File: src/rtl/pgw_pkg.sv
package pgw_pkg;
  typedef enum logic {
    WM_RUN   = 1'b0,
    WM_SLEEP = 1'b1
  } wake_state_e;
endpackage

File: src/rtl/pgw_rst_qual.sv
module pgw_rst_qual (
  input  logic clk,
  input  logic bus_rst_n,
  input  logic pwr_good,
  output logic q_rst,
  output logic core_rst,
  output logic bus_hiz,
  output logic cfg_load_req
);
  // Reset is qualified only when bus power is valid.
  assign q_rst = ~bus_rst_n & pwr_good;

  always_ff @(posedge clk) begin
    core_rst     <= q_rst;
    bus_hiz      <= ~bus_rst_n;
    cfg_load_req <= core_rst & bus_rst_n;
  end

  // Checker arming: two edges so that $past never looks before time zero.
  logic [1:0] arm_q = 2'b00;
  always_ff @(posedge clk) arm_q <= {arm_q[0], 1'b1};

  p_rst_qualified_r1: assert property (@(posedge clk) disable iff (!arm_q[1])
    (!bus_rst_n && pwr_good) |=> core_rst);
  p_rst_blocked_r2: assert property (@(posedge clk) disable iff (!arm_q[1])
    (!pwr_good) |=> !core_rst);
  p_hiz_follows_r3: assert property (@(posedge clk) disable iff (!arm_q[1])
    (!bus_rst_n) |=> bus_hiz);
  p_load_single_r4: assert property (@(posedge clk) disable iff (!arm_q[1])
    cfg_load_req |=> !cfg_load_req);
  p_load_cause_r4: assert property (@(posedge clk) disable iff (!arm_q[1])
    cfg_load_req |-> $past(core_rst));
endmodule

File: src/rtl/pgw_eedet.sv
module pgw_eedet (
  input  logic clk,
  input  logic q_rst,
  input  logic detect_pin,
  output logic eeprom_present
);
  // Sampled on every qualified-reset edge: the last edge wins.
  always_ff @(posedge clk) begin
    if (q_rst) eeprom_present <= detect_pin;
  end

  logic arm_q = 1'b0;
  always_ff @(posedge clk) arm_q <= 1'b1;

  p_eedet_capture_r5: assert property (@(posedge clk) disable iff (!arm_q)
    q_rst |=> (eeprom_present == $past(detect_pin)));
  p_eedet_hold_r5: assert property (@(posedge clk) disable iff (!arm_q || q_rst)
    arm_q |=> $stable(eeprom_present));
endmodule

File: src/rtl/pgw_wake_mode.sv
module pgw_wake_mode
  import pgw_pkg::*;
#(
  parameter int MP_EN_W = 2
) (
  input  logic               clk,
  input  logic               q_rst,
  input  logic               pwr_good,
  input  logic [MP_EN_W-1:0] mp_en,
  output logic               wake_mode
);
  wake_state_e state_q;
  logic        any_en;

  assign any_en = |mp_en;

  always_ff @(posedge clk) begin
    if (q_rst) begin
      state_q <= WM_RUN;
    end else begin
      case (state_q)
        WM_RUN:   if (!pwr_good && any_en) state_q <= WM_SLEEP;
        WM_SLEEP: if (pwr_good && !any_en) state_q <= WM_RUN;
        default:  state_q <= WM_RUN;
      endcase
    end
  end

  assign wake_mode = (state_q == WM_SLEEP);

  p_enter_r6: assert property (@(posedge clk) disable iff (q_rst)
    (!pwr_good && any_en) |=> wake_mode);
  p_exit_r7: assert property (@(posedge clk) disable iff (q_rst)
    (pwr_good && !any_en) |=> !wake_mode);
  p_hold_r7: assert property (@(posedge clk) disable iff (q_rst)
    (wake_mode && pwr_good && any_en) |=> wake_mode);
endmodule

File: src/rtl/pgw_wake_latch.sv
module pgw_wake_latch (
  input  logic clk,
  input  logic q_rst,
  input  logic wake_mode,
  input  logic magic_seen,
  input  logic link_wake_en,
  input  logic link_changed,
  input  logic wake_clear,
  output logic wake_out
);
  logic [1:0] src_hit;

  // One qualifying term per wake source.
  assign src_hit[0] = wake_mode & magic_seen;
  assign src_hit[1] = link_wake_en & link_changed;

  always_ff @(posedge clk) begin
    if (q_rst)           wake_out <= 1'b0;
    else if (|src_hit)   wake_out <= 1'b1;
    else if (wake_clear) wake_out <= 1'b0;
  end

  p_magic_sets_r8: assert property (@(posedge clk) disable iff (q_rst)
    (wake_mode && magic_seen) |=> wake_out);
  p_link_sets_r9: assert property (@(posedge clk) disable iff (q_rst)
    (link_wake_en && link_changed) |=> wake_out);
  p_sticky_r10: assert property (@(posedge clk) disable iff (q_rst)
    (wake_out && !wake_clear) |=> wake_out);
  p_no_spurious_r8: assert property (@(posedge clk) disable iff (q_rst)
    (!wake_out && !(wake_mode && magic_seen) && !(link_wake_en && link_changed)) |=> !wake_out);
endmodule

File: src/rtl/pg_reset_wake_ctrl.sv
module pg_reset_wake_ctrl #(
  parameter int MP_EN_W = 2
) (
  input  logic               clk,
  input  logic               bus_rst_n,
  input  logic               pwr_good,
  input  logic [MP_EN_W-1:0] mp_en,
  input  logic               link_wake_en,
  input  logic               magic_seen,
  input  logic               link_changed,
  input  logic               wake_clear,
  input  logic               detect_pin,
  output logic               core_rst,
  output logic               cfg_load_req,
  output logic               bus_hiz,
  output logic               wake_mode,
  output logic               wake_out,
  output logic               eeprom_present
);
  logic q_rst;

  pgw_rst_qual u_rst_qual (
    .clk          (clk),
    .bus_rst_n    (bus_rst_n),
    .pwr_good     (pwr_good),
    .q_rst        (q_rst),
    .core_rst     (core_rst),
    .bus_hiz      (bus_hiz),
    .cfg_load_req (cfg_load_req)
  );

  pgw_eedet u_eedet (
    .clk            (clk),
    .q_rst          (q_rst),
    .detect_pin     (detect_pin),
    .eeprom_present (eeprom_present)
  );

  pgw_wake_mode #(.MP_EN_W(MP_EN_W)) u_wake_mode (
    .clk       (clk),
    .q_rst     (q_rst),
    .pwr_good  (pwr_good),
    .mp_en     (mp_en),
    .wake_mode (wake_mode)
  );

  pgw_wake_latch u_wake_latch (
    .clk          (clk),
    .q_rst        (q_rst),
    .wake_mode    (wake_mode),
    .magic_seen   (magic_seen),
    .link_wake_en (link_wake_en),
    .link_changed (link_changed),
    .wake_clear   (wake_clear),
    .wake_out     (wake_out)
  );
endmodule

File: config.mk
export PLATFORM = sky130hd
export DESIGN_NAME = pg_reset_wake_ctrl
export DESIGN_NICKNAME = d
export VERILOG_FILES = /design/src/rtl/pgw_pkg.sv /design/src/rtl/pgw_rst_qual.sv /design/src/rtl/pgw_eedet.sv /design/src/rtl/pgw_wake_mode.sv /design/src/rtl/pgw_wake_latch.sv /design/src/rtl/pg_reset_wake_ctrl.sv
export SDC_FILE = /design/constraint.sdc
export NUM_CORES = 1
export LEC_CHECK = 0
export CORE_AREA = 2 2 39 41
export CTS_BUF_LIST = sky130_fd_sc_hd__clkbuf_16
export DETAILED_ROUTE_END_ITERATION = 6
export DIE_AREA = 0 0 41 43
export PLACE_DENSITY = 0.49
export SLEW_MARGIN = 20
export SYNTH_ARGS = -nofsm -noshare
export SYNTH_HDL_FRONTEND = slang
export SYNTH_SLANG_ARGS = --single-unit
File: constraint.sdc
create_clock -name clk -period 1.45 [get_ports clk]
set_input_delay 0.2175 -clock clk [delete_from_list [all_inputs] [get_ports clk]]
set_output_delay 0.2175 -clock clk [all_outputs]
set_load 0.01 [all_outputs]
Word level (Yosys, flattened, before mapping). Index checks and enable logic that the tools add are counted.

Logic and storage cells: 24. Register bits after elaboration: 6. RAM bits: 0. Memories kept: 0. Bits in read-only memories: 0. Bits in latches: 0. Bits of input ports: 10. Output and inout port bits: 6.

Add/sub/neg operators: 0. Divide/modulo/power cells: 0. Reduce and logical (&&, ||, !) cells: 7. Bitwise operators: 6. Mux-type cells: 5. Order comparisons: 0. $mul: 0. Shift-type cells: 0. Equal/unequal tests: 0.

Operators with widths (number): 1-bit AND (4); 1-bit two-way mux (4); 2-bit OR reduction (2); 1-bit logical AND (2); 1-bit zero test (2); 1-bit inverter (2); 1-bit one-hot mux with 2 select lines (1); 2-bit nonzero test (1).

Longest topological paths before layout.
Word-level depth: 5. Gate-level depth with buffers: 2. Mapped depth without buffers: 2.

By module. A second synthesis with hierarchy kept.

Cell total of the unflattened synthesis: 17. Area, all modules: 191.4 um^2.

By module, submodules not included: pgw_rst_qual (seq. area each 60.1 um^2, area an instance 76.3 um^2, instances 1, cells each 6); pgw_wake_mode (seq. area each 20.0 um^2, area an instance 45.0 um^2, instances 1, cells each 5); pgw_wake_latch (seq. area each 20.0 um^2, area an instance 40.0 um^2, instances 1, cells each 5); pgw_eedet (seq. area each 30.0 um^2, area an instance 30.0 um^2, instances 1, cells each 1).

Worst setup path before layout. No wires, ideal clock.

Path kind: reg2reg. Start: register u_wake_mode.state_q (netlist: u_wake_mode.wake_mode). End: register u_wake_latch.wake_out. Clock period less this slack: 0.713 ns. Path slack: 0.737 ns. Path buffers: 0. Setup time: 0.120 ns. Required time: 1.330 ns. Stages on the path, launching flop included: 3. Arrival: 0.594 ns. Path through: dfxtp_1 a22oi_1 a21oi_2.

Word-level cells in the longest chain between the ends: 3. Elaborated cells between the ends (all ways): 4. Those cells by class: 1 x mux; 1 x bitwise; 2 x reduce/logical.

Ends and longest elaborated chain: start: declaration (RTL line pgw_wake_mode.sv:12) `wake_state_e state_q;`; start signal: assignment (RTL line pgw_wake_mode.sv:19) `state_q <= WM_RUN;`; start signal: assignment (RTL line pgw_wake_mode.sv:22) `WM_RUN: if (!pwr_good && any_en) state_q <= WM_SLEEP;`; start signal: assignment (RTL line pgw_wake_mode.sv:23) `WM_SLEEP: if (pwr_good && !any_en) state_q <= WM_RUN;`; 1-bit AND (*) (RTL line pgw_wake_latch.sv:14) `assign src_hit[0] = wake_mode & magic_seen;`; 2-bit OR reduction (*) (RTL line pgw_wake_latch.sv:19) `else if (|src_hit) wake_out <= 1'b1;`; 1-bit two-way mux or 2-bit nonzero test (tied branches); end signal: assignment (RTL line pgw_wake_latch.sv:18) `if (q_rst) wake_out <= 1'b0;`; end signal: assignment (RTL line pgw_wake_latch.sv:19); end signal: assignment (RTL line pgw_wake_latch.sv:20) `else if (wake_clear) wake_out <= 1'b0;`; end: declaration (RTL line pgw_wake_latch.sv:9) `output logic wake_out`.

Mark *: on every way between the ends. The rest lies on a longest branch, timed or not. A chain may end at the register's enable or synchronous reset.

Worst setup path after layout.
Start: register u_wake_mode.state_q (netlist: u_wake_mode.wake_mode). End: output wake_mode.

RTL lines: end: declaration (RTL line pg_reset_wake_ctrl.sv:16) `output logic wake_mode,`.

No word-level cell between the ends.

==> flow_summary.yaml <==
sta:
  period_minus_slack_ns: 1.38
  skew_ns: 0.00217
  worstMarginPinSlew_ns: 0.229
  setup_viol: 0
  finalHoldViolations: 0
  rsz0062_at_grt: "false"
  max_slew_margin_pct: 84.7
  tns_ns: 0
  slew_violations: 0
  fmax_mhz: 722
  fin_crit_sh_pct: 95.5
final_layout:
  num-fill-cells: 146
  num-nets-final: 46
  drive_gt1_share_pct: 14.3
  fin_cells: 51
  regArea_um2: 130
  syn2layout_area_growth_pct: 129
  insertedDiodeCount: 0
  multi_input_area_um2: 55.1
place:
  port_buffers: 15
  gp_congestion: 0.605
  place_inst: 47
worst_setup_path:
  crit_path_end_kind: "output pin"
  slowest_stage: "clkdlybuf4s50_1"
  path_max_fanout: 4
  critPathMaxStageDelay_ns: 0.57
  r2r_slack_ns: 0.70
  critical_path_arrival_ns: 1.17
  cp.required_ns: 1.23
  path_cells: "clkdlybuf4s50_1"
  crit_buf_inv: 1
  crit_type: "flip-flop to output pin"
  startpoint_type: "flip-flop"
  cp_top_family: "buffers and inverters"
global_routing:
  first_global_vias: 169
  grt_max_degree: 5
  antenna_found_initial: 0
  grt_pass1_wl_um: 731
  track_usage_pct: 7.06
  grt_overflow: 0
synthesis:
  syn_nets: 26
  synthCells: 16
  seq_area_frac_synth_pct: 67.5
  ys_types: 11
  syn_area_um2: 193
  yosysWarnings: 0
  syn_area_per_cell_um2: 12.0
  ys_ff_latch: 6
clock_tree:
  cts.repair.resized: 0
  cts_buffers: 3
  clkTransAtPathRegs_ns: 0.03
  cts_hold_buffers: 0
  cts-root-buf: "clkbuf_16"
  clock_latency_ns: 0.23
  cts.sinks: 6
  cts.path.max_buffers: 2
  cts_tree: "done"
  cts_setup_buffers: 0
  ctsHtreeMaxLevel: 1
route:
  drc: 0
  m1WireLength_um: 215
  top_layer: "met4"
  drt_pass1_iterations: 2
  met3_length_um: 80
  num_vias: 194
  vias_per_cell: 3.80
  ant_nets: 0
  wl_met2_um: 163
  drt-total-wl_um: 484
  drtIter0Drc: 1
  post_drt_wl_per_cell_um: 9.49
floorplan:
  die_y_um: 43
  initial_utilization_pct: 13.9
  core_area_mm2: 0.00138
  ios: 16
  die_x_um: 41
  die-area_mm2: 0.00176
  rows: 14
power:
  peakVddDrop_v: 0.000602
  leakagePower_nw: 0.183
  p_total_uw: 711
  p_per_area_mw_per_mm2: 1610
status:
  outcome: "finished clean"
job:
  cap_violations: 0
worst_hold_path:
  worst_hold_path_type: "flip-flop to flip-flop"
[state kept, by name, summed over array words and instances (netlist names)]
| register | cells |
|---|---|
| u_rst_qual.core_rst | 1 |
| u_wake_latch.wake_out | 1 |
| u_eedet.eeprom_present | 1 |
| u_rst_qual.cfg_load_req | 1 |
| u_wake_mode.wake_mode | 1 |
| u_rst_qual.bus_hiz | 1 |
[area by class of cell]
cell class,instances,area share [%]
sequential,6,29.5
tap,16,4.53
multi-input combinational,8,12.5
inverter,2,1.70
clock buffer,3,17.0
timing repair buffer,15,34.0
clock inverter,1,0.850
[where the power goes]
group,total (mW),switching (mW),internal [mW],leakage [nW]
Sequential,0.190,0.00663,0.183,0.0512
Clock,0.448,0.0911,0.357,0.0423
Combinational,0.0730,0.0235,0.0495,0.0896
[kinds of logic after synthesis]
kind of cell / synth area share [%]
buffers and inverters: 3.90
AND/OR/NAND/NOR: 13.0
AO/OA/AOI/OAI: 15.6
flip-flops: 67.5
[synthesized netlist by cell type]
library cell / instances / area [µm²]
a21boi_1: 1 / 7.51
a21oi_2: 1 / 8.76
a22oi_1: 1 / 7.51
and2_1: 1 / 6.26
dfxtp_1: 5 / 100
edfxtp_1: 1 / 30.0
inv_1: 2 / 7.51
nand2b_1: 1 / 6.26
nor2_1: 1 / 3.75
nor2b_2: 1 / 8.76
o22ai_1: 1 / 6.26
[worst reg2reg max path: stages (launching register included)]
cell     delay, ns
dfxtp_1       0.33
a22oi_1       0.22
a21oi_2       0.08
[through the flow]
step	util, %	area (µm²)	hold slack, ns	worst slack (ns)
detailed placement	26.2	363	0.476	0.216
floorplan	-	193	0.274	0.737
finish	31.9	442	0.472	0.0654
global placement	26.2	363	0.455	0.251
CTS	31.9	442	0.485	0.0539
global route	31.9	442	0.499	0.0316
[layout by cell type, fill, tap and decap left out, types with 3 or more instances in the layout]
master,count
dfxtp_1,5
inv_1,3
clkdlybuf4s50_1,15
clkbuf_16,3
[worst paths after layout]
path                          from                 endpoint  depth (start not counted)
min reg2reg    u_rst_qual.core_rst  u_rst_qual.cfg_load_req                          1
max          u_wake_mode.wake_mode                wake_mode                          1
min            u_rst_qual.core_rst  u_rst_qual.cfg_load_req                          1
max reg2reg  u_wake_mode.wake_mode    u_wake_latch.wake_out                          2
[layer usage]
layer | vias to the layer above | track usage [%]
li1 | 90 | -
met3 | 4 | 4.71
met5 | - | 0
met2 | 19 | 6.25
met1 | 81 | 9.45
met4 | 0 | 8.00
Power figures use the tool's default switching activity.
